**src/rtl/txp_pkg.sv**
```systemverilog
package txp_pkg;

    // Outcome of a host write in a given cycle
    typedef enum logic [1:0] {
        WR_NONE      = 2'd0,
        WR_APPEND    = 2'd1,
        WR_OVERWRITE = 2'd2
    } wr_kind_e;

endpackage

```
**src/rtl/txp_store.sv**
```systemverilog
module txp_store #(
    parameter int DEPTH  = 16,
    parameter int DATA_W = 8,
    localparam int PTR_W = $clog2(DEPTH)
) (
    input  logic              clk,
    input  logic              we,
    input  logic [PTR_W-1:0]  waddr,
    input  logic [DATA_W-1:0] wdata,
    input  logic [PTR_W-1:0]  raddr,
    output logic [DATA_W-1:0] rdata
);

    logic [DATA_W-1:0] mem_q [DEPTH];
    logic [DATA_W-1:0] mem_d [DEPTH];

    always_comb begin
        mem_d = mem_q;
        if (we) begin
            mem_d[waddr] = wdata;
        end
    end

    always_ff @(posedge clk) begin
        mem_q <= mem_d;
    end

    assign rdata = mem_q[raddr];

endmodule

```
**src/rtl/txp_pacer.sv**
```systemverilog
module txp_pacer #(
    parameter int PACE_TICKS = 170,
    localparam int CNT_W = $clog2(PACE_TICKS)
) (
    input  logic clk,
    input  logic rst_n,
    input  logic load,    // write into an empty queue
    input  logic run,     // qualified tick
    output logic expire   // release one byte this cycle
);

    localparam logic [CNT_W-1:0] RELOAD = CNT_W'(PACE_TICKS - 1);

    logic [CNT_W-1:0] cnt_d, cnt_q;

    assign expire = run && (cnt_q == '0);

    always_comb begin
        cnt_d = cnt_q;
        if (run) begin
            if (cnt_q == '0) begin
                cnt_d = RELOAD;
            end else begin
                cnt_d = cnt_q - CNT_W'(1);
            end
        end else if (load) begin
            cnt_d = RELOAD;
        end
    end

    always_ff @(posedge clk) begin
        if (!rst_n) begin
            cnt_q <= RELOAD;
        end else begin
            cnt_q <= cnt_d;
        end
    end

endmodule

```
**src/rtl/tx_byte_pacer.sv**
```systemverilog
module tx_byte_pacer #(
    parameter int DEPTH      = 16,
    parameter int DATA_W     = 8,
    parameter int PACE_TICKS = 170
) (
    input  logic              clk,
    input  logic              rst_n,
    input  logic              tick_en,
    input  logic              wr_stb,
    input  logic [DATA_W-1:0] wr_byte,
    input  logic              hold_rst,
    output logic              out_valid,
    output logic [DATA_W-1:0] out_byte,
    output logic              ovf_pulse,
    output logic              req_set,
    output logic              req_clr
);
    import txp_pkg::*;

    localparam int PTR_W = $clog2(DEPTH);
    localparam int CNT_W = PTR_W + 1;
    localparam logic [CNT_W-1:0] FULL = CNT_W'(DEPTH);

    typedef struct packed {
        logic [PTR_W-1:0]  rd;
        logic [PTR_W-1:0]  wr;
        logic [CNT_W-1:0]  cnt;
        logic              vld;
        logic [DATA_W-1:0] dout;
        logic              ovf;
        logic              set;
        logic              clr;
    } ctl_t;

    ctl_t ctl_d, ctl_q;

    logic              run, pop, load, we;
    logic [DATA_W-1:0] rd_data;
    wr_kind_e          wkind;

    assign run = tick_en && !hold_rst && (ctl_q.cnt != '0);

    always_comb begin
        if (!wr_stb || hold_rst) begin
            wkind = WR_NONE;
        end else if ((ctl_q.cnt == FULL) && !pop) begin
            wkind = WR_OVERWRITE;
        end else begin
            wkind = WR_APPEND;
        end
    end

    assign we   = (wkind != WR_NONE);
    assign load = we && (ctl_q.cnt == '0);

    txp_pacer #(.PACE_TICKS(PACE_TICKS)) u_pacer (
        .clk    (clk),
        .rst_n  (rst_n),
        .load   (load),
        .run    (run),
        .expire (pop)
    );

    txp_store #(.DEPTH(DEPTH), .DATA_W(DATA_W)) u_store (
        .clk   (clk),
        .we    (we),
        .waddr (ctl_q.wr),
        .wdata (wr_byte),
        .raddr (ctl_q.rd),
        .rdata (rd_data)
    );

    always_comb begin
        ctl_d      = ctl_q;
        ctl_d.vld  = pop;
        ctl_d.ovf  = (wkind == WR_OVERWRITE);
        ctl_d.set  = pop && (ctl_q.cnt == CNT_W'(1)) && (wkind == WR_NONE);
        ctl_d.clr  = wr_stb;

        if (pop) begin
            ctl_d.dout = rd_data;
            ctl_d.rd   = ctl_d.rd + PTR_W'(1);
        end

        if (we) begin
            ctl_d.wr = ctl_q.wr + PTR_W'(1);
        end
        if (wkind == WR_OVERWRITE) begin
            ctl_d.rd = ctl_q.rd + PTR_W'(1);
        end

        case ({wkind == WR_APPEND, pop})
            2'b10:   ctl_d.cnt = ctl_q.cnt + CNT_W'(1);
            2'b01:   ctl_d.cnt = ctl_q.cnt - CNT_W'(1);
            default: ctl_d.cnt = ctl_q.cnt;
        endcase

        if (hold_rst) begin
            ctl_d.rd  = '0;
            ctl_d.wr  = '0;
            ctl_d.cnt = '0;
        end
    end

    always_ff @(posedge clk) begin
        if (!rst_n) begin
            ctl_q <= '0;
        end else begin
            ctl_q <= ctl_d;
        end
    end

    assign out_valid = ctl_q.vld;
    assign out_byte  = ctl_q.dout;
    assign ovf_pulse = ctl_q.ovf;
    assign req_set   = ctl_q.set;
    assign req_clr   = ctl_q.clr;

endmodule

```
**config.mk**
```make
export PLATFORM = sky130hd
export DESIGN_NAME = tx_byte_pacer
export DESIGN_NICKNAME = d
export VERILOG_FILES = /design/src/rtl/txp_pkg.sv /design/src/rtl/txp_store.sv /design/src/rtl/txp_pacer.sv /design/src/rtl/tx_byte_pacer.sv
export SDC_FILE = /design/constraint.sdc
export NUM_CORES = 1
export LEC_CHECK = 0
export ABC_AREA = 1
export BUFFER_PORTS_ARGS = -buffer_cell sky130_fd_sc_hd__buf_2
export CAP_MARGIN = 20
export CELL_PAD_IN_SITES_DETAIL_PLACEMENT = 1
export CELL_PAD_IN_SITES_GLOBAL_PLACEMENT = 2
export CORE_ASPECT_RATIO = 0.9
export CORE_MARGIN = 4
export CORE_UTILIZATION = 35
export DETAILED_ROUTE_END_ITERATION = 10
export PLACE_DENSITY = 0.7
export SLEW_MARGIN = 20
export SYNTH_ARGS = -nofsm -noshare
export SYNTH_HDL_FRONTEND = slang
export SYNTH_SLANG_ARGS = --single-unit
```
**constraint.sdc**
```tcl
create_clock -name clk -period 4.3 [get_ports clk]
set_clock_uncertainty 0.15 [all_clocks]
set_input_delay 0.215 -clock clk [delete_from_list [all_inputs] [get_ports clk]]
set_output_delay 0.215 -clock clk [all_outputs]
set_load 0.1 [all_outputs]
```
; ---- Word-level counts from Yosys, hierarchy flattened
; Index checks and enable logic that the tools add are counted.
[word_totals]
regBits = 161
latchBits = 0
mem_bits_rw = 0
mem_bits_ro = 0
in_bits = 13
output_inout_bits = 12
memories = 0
[op_classes]
add_sub_neg = 5
n_mul = 0
div = 0
magnitude_cmp = 3
n_eq_ne = 6
n_shift = 0
mux = 14
bitwise_logic = 3
reduce_logical = 21
[ops]
columns = op, n
row1 = $bwmux 128, 1
row2 = $mux 8, 6
row3 = $bmux 8 s4, 1
row4 = $demux 8 s4, 1
row5 = $ge 5x5->1 const B, 2
row6 = $not 4->5, 2
row7 = $pmux 5 s2, 1
row8 = $add 4x1->4 const B, 2
row9 = $logic_and 1x1->1, 8
row10 = $logic_not 8->1, 1
row11 = $mux 4, 2
row12 = $reduce_bool 2->1, 4
row13 = $sub 8x1->8 const B, 1
row14 = $add 5x1->5 const B, 1
row15 = $eq 5x1->1 const B, 1
row16 = $eq 5x5->1 const B, 1
row17 = $logic_not 5->1, 1
row18 = $lt 5x1->1 const B, 1
row19 = $reduce_bool 5->1, 1
row20 = $sub 5x1->5 const B, 1
row21 = $eq 2x1->1 const B, 2
row22 = $eq 2x2->1 const B, 2
row23 = $mux 2, 2
row24 = $logic_not 1->1, 3
row25 = 4 further kinds, 4

; ---- Depth between registers and ports, before layout
[depth]
ltp_word = 12
ltp_mapped = 15
depth_no_buf = 14

; ---- Cells and area by module
; A second synthesis with hierarchy kept.
[hier_totals]
cells_unflattened = 772
hier_area_um2 = 7288.2
[modules_own_cells]
columns = module, instances, cells_per_inst, area_per_inst_um2, seq_area_each_um2
row1 = txp_store, 1, 544, 5609.1, 3843.7
row2 = tx_byte_pacer, 1, 159, 1202.4, 500.5
row3 = txp_pacer, 1, 69, 476.7, 160.2

; ---- Worst setup path after synthesis
; OpenSTA, ideal clock, no wires.
[synth_timing]
kind = register to register
start = register u_pacer.cnt_q[0]
end = register ctl_q[16] (netlist name)
setup_time_ns = 0.124
arrival_time_ns = 2.015
path_slack_ns = 2.012
stages_incl_launch_ff = 16
n_path_buf = 1
synth_period_minus_slack_ns = 2.288
path_cell_list = dfxtp_1 -> inv_1 -> ha_1 -> nand2_2 -> nor2_4 -> nand3_4 -> clkinv_4 -> buf_12 -> o21ai_0 -> ha_1 -> inv_1 -> nor2_1 -> nor2_1 -> o211ai_1 -> o21ai_0 -> a21oi_1
[synth_rtl]
columns = element, line
row1 = from (decl), txp_pacer.sv:14  ; logic [CNT_W-1:0] cnt_d, cnt_q;
row2 = from (signal assigned), txp_pacer.sv:35  ; cnt_q <= cnt_d;
row3 = to (signal assigned), tx_byte_pacer.sv:109  ; ctl_q <= ctl_d;
row4 = to (decl), tx_byte_pacer.sv:35  ; ctl_t ctl_d, ctl_q;

; ---- Final worst setup path
[layout_timing]
start = register u_pacer.cnt_q[0]
end = register ctl_q[14] (netlist name)
[layout_between]
elab_chain_len = 9
elab_cells_between_ends = 11
cone_classes = eq/ne (3) / mux (3) / reduce/logical (5)
[layout_lines]
columns = element, line
row1 = $logic_not 8->1 *, txp_pacer.sv:16  ; assign expire = run && (cnt_q == '0);
row2 = $logic_and 1x1->1 *, txp_pacer.sv:16
row3 = $logic_not 1->1, tx_byte_pacer.sv:46  ; end else if ((ctl_q.cnt == FULL) && !pop) begin
row4 = $logic_and 1x1->1, tx_byte_pacer.sv:46
row5 = $mux 2, tx_byte_pacer.sv:46
row6 = $mux 2, tx_byte_pacer.sv:44  ; if (!wr_stb || hold_rst) begin
row7 = $eq 2x1->1, tx_byte_pacer.sv:92  ; case ({wkind == WR_APPEND, pop})
row8 = $eq 2x1->1 or $eq 2x2->1 (tied branches), tx_byte_pacer.sv:92
row9 = $pmux 5 s2 or $reduce_bool 2->1 (tied branches), n/a
; Mark *: on every way between the ends. The rest lies on a longest branch, timed or not.
; A chain may end at the register's enable or synchronous reset.

==> flow_summary.ini <==
[placement]
post-place-ws_ns = 1.70
place.gp.congestion = 0.764
io_buffers = 24
post_dp_cell_area_sq_um = 7480
dp_hpwl_um = 12100

[synthesis]
synth-seq-cells = 161
synth_nets = 780
ys.warnings.count = 0
syn-instance-count = 756
synth.distinct_cells = 31
syn_area_per_cell_sq_um = 9.54
synth-edff-count = 128
synth_area_sq_um = 7210
ys.flop_type = edfxtp_1
async_reset_ff_share_pct = 0
synth-seq-area-share_pct = 62.4

[worst_hold_path]
min_path_type = in2reg

[worst_setup_path]
critPathKind = reg2reg
crit_top_cell = o21ai_0
required_ns = 4.47
arrival_ns = 2.79
end_kind = register
worstSetupStartpoint = u_pacer.cnt_q[0]
critPathLaunchType = register
reg2reg_depth = 14
crit_fanout = 19
worstReg2RegEnd = ctl_q[14]
slowest_delay_ns = 0.32
reg2reg_from = u_pacer.cnt_q[0]
endpoint = ctl_q[14]
cp_slowest_cell = dfxtp_1
path_cells = inv_1, ha_1, nand2_2, nor2_4, nand3_4, clkinv_4, o21ai_0, ha_1, inv_1, nor2_1, nor2_1, o21ai_0, o21ai_0, a21oi_1
r2r_slack_ns = 1.67

[routing]
drt-wirelength-per-cell_um = 17.5
vias = 4962
ant_nets = 0
routed_via_density = 4.78
dr.first_iter.drc_count = 249
drt_drc_violations_left = 0
detailedRoute.firstPassIterationCount = 4
routed_wl_um = 18200

[cells_and_area]
mostFrequentLayoutCells = nand2_1 (235), edfxtp_1 (128), inv_1 (100)
antenna_cells = 0
final_common_cell = nand2_1
fillCellCount = 2306
seq_area_sq_um = 4510
multi_input_area_sq_um = 2110
area_growth_pct = 11.4
final_area_sq_um = 8040
drive_gt1_share_pct = 9.96
fin_util_pct = 40.0
nets = 795

[sta]
period_minus_slack_ns = 2.63
worst_slack_ns = 1.67
relSlewSlack_pct = 36.2
finalCritPeriodShare_pct = 61.1
fmax_mhz = 381
final.setup.tns_ns = 0
setup_viol = 0
rsz0062_at_grt = no
hold_violations = 0
slew_violations = 0
worstMarginPinSlew_ns = 0.953

[cts]
cts_inserted_buffers = 17
root_buffer = clkbuf_16
htree_levels = 4
tritoncts = done
clkTransAtPathRegs_ns = 0.07
clkSinkCount = 161
cts_max_path_buffers = 2
cts_setup_buffers = 0
clock_latency_ns = 0.43

[floorplan]
rows = 49
die_y_um = 144
core_sq_um = 20100
start_util_pct = 35.9
io_pins = 25
die_area_sq_um = 23000
die_w_um = 159

[global_route]
grt_pass1_vias = 5106
grt_pass1_wl_um = 29000
grt_start_max_net_pins = 69
antenna_found_initial = 0
grtUsageTotal_pct = 16.7
grt_overflow_total = 0

[run]
max_cap_violations = 0

[power_and_ir_drop]
power_density_nw_per_um2 = 394
p_leak_uw = 0.00333
ir_worst_vdd_mv = 0.283

[run_status]
status = finished, final reports clean
registers in the layout (all words and copies together) (netlist names):
signal	flops
req_set	1
u_pacer.cnt_q	8
u_store.mem_q	128
ovf_pulse	1
req_clr	1
ctl_q	13
out_byte	8
out_valid	1
synthesized netlist by cell type, types with 5 or more instances:
library cell / number / share of area [%]
ha_1: 11 / 1.9
nor3_1: 5 / 0.35
nand4_1: 6 / 0.52
buf_4: 12 / 1.2
dfxtp_1: 33 / 9.2
nor2_1: 53 / 2.8
edfxtp_1: 128 / 53
nand2_1: 235 / 12
clkbuf_1: 7 / 0.36
buf_2: 13 / 0.90
o21ai_0: 11 / 0.76
a21oi_1: 12 / 0.83
nand3_1: 98 / 6.8
inv_1: 100 / 5.2
worst max-delay path: cells and delay by family (launching register included):
kind / cells / cell delay (ns)
AOI/OAI and AO/OA: 4 / 0.47
adders and majority gates: 2 / 0.48
buffers and inverters: 3 / 0.46
DFF: 1 / 0.32
and+or+nand+nor: 5 / 0.62
worst min path at each step:
stage	startpoint	end	slack, ns	depth (start not counted)
5_1_grt	wr_byte[2]	u_store.mem_q[26]	0.05	1
4_1_cts	hold_rst	ctl_q[22]	0.03	4
3_3_place_gp	u_pacer.cnt_q[0]	u_pacer.cnt_q[0]	0.31	2
3_5_place_dp	wr_stb	req_clr	0.33	3
6_report	hold_rst	ctl_q[22]	0.03	4
2_1_floorplan	rst_n	u_pacer.cnt_q[7]	0.15	1
per-stage QoR:
| stage | power (uW) | instances | hold slack (ns) |
|---|---|---|---|
| 2_1_floorplan | 1770 | 756 | 0.149 |
| 3_3_place_gp | 1810 | 1005 | 0.305 |
| 3_5_place_dp | 1820 | 1005 | 0.331 |
| 4_1_cts | 3210 | 1038 | 0.0278 |
| 5_1_grt | 3310 | 1038 | 0.0516 |
| 6_report | 3170 | 1038 | 0.0324 |
timing repair:
| action | CTS | global route |
|---|---|---|
| hold buffers | 2 | 0 |
| resized for setup | 0 | 0 |
| hold endpoints to repair | 8 | 0 |
cell families after synthesis:
logic type	Yosys count	share of synthesized area, %
simple gates	410	24.3
flops	161	62.4
buf+inv	139	8.38
compound gates	29	2.22
fa+ha+maj	11	1.91
xor+xnor	6	0.728
routing by layer:
layer | track usage [%] | wire length [um]
met1 | 22.0 | 8590
met4 | 5.53 | 179
met5 | 0 | 0
met2 | 28.4 | 8910
met3 | 2.68 | 520
layout make-up:
cell class	instances	share of cell area, %
Multi-Input combinational cell	456	26.2
Clock inverter	14	1.37
Tap cell	255	3.97
Inverter	104	4.92
Sequential cell	161	56.0
Clock buffer	17	5.29
Timing Repair Buffer	31	2.21
report_power, final:
| group | internal, uW | switching [uW] |
|---|---|---|
| Clock | 742 | 647 |
| Combinational | 20.7 | 66.8 |
| Sequential | 1690 | 5.45 |
| Total | 2450 | 719 |
Power figures use the tool's default switching activity.
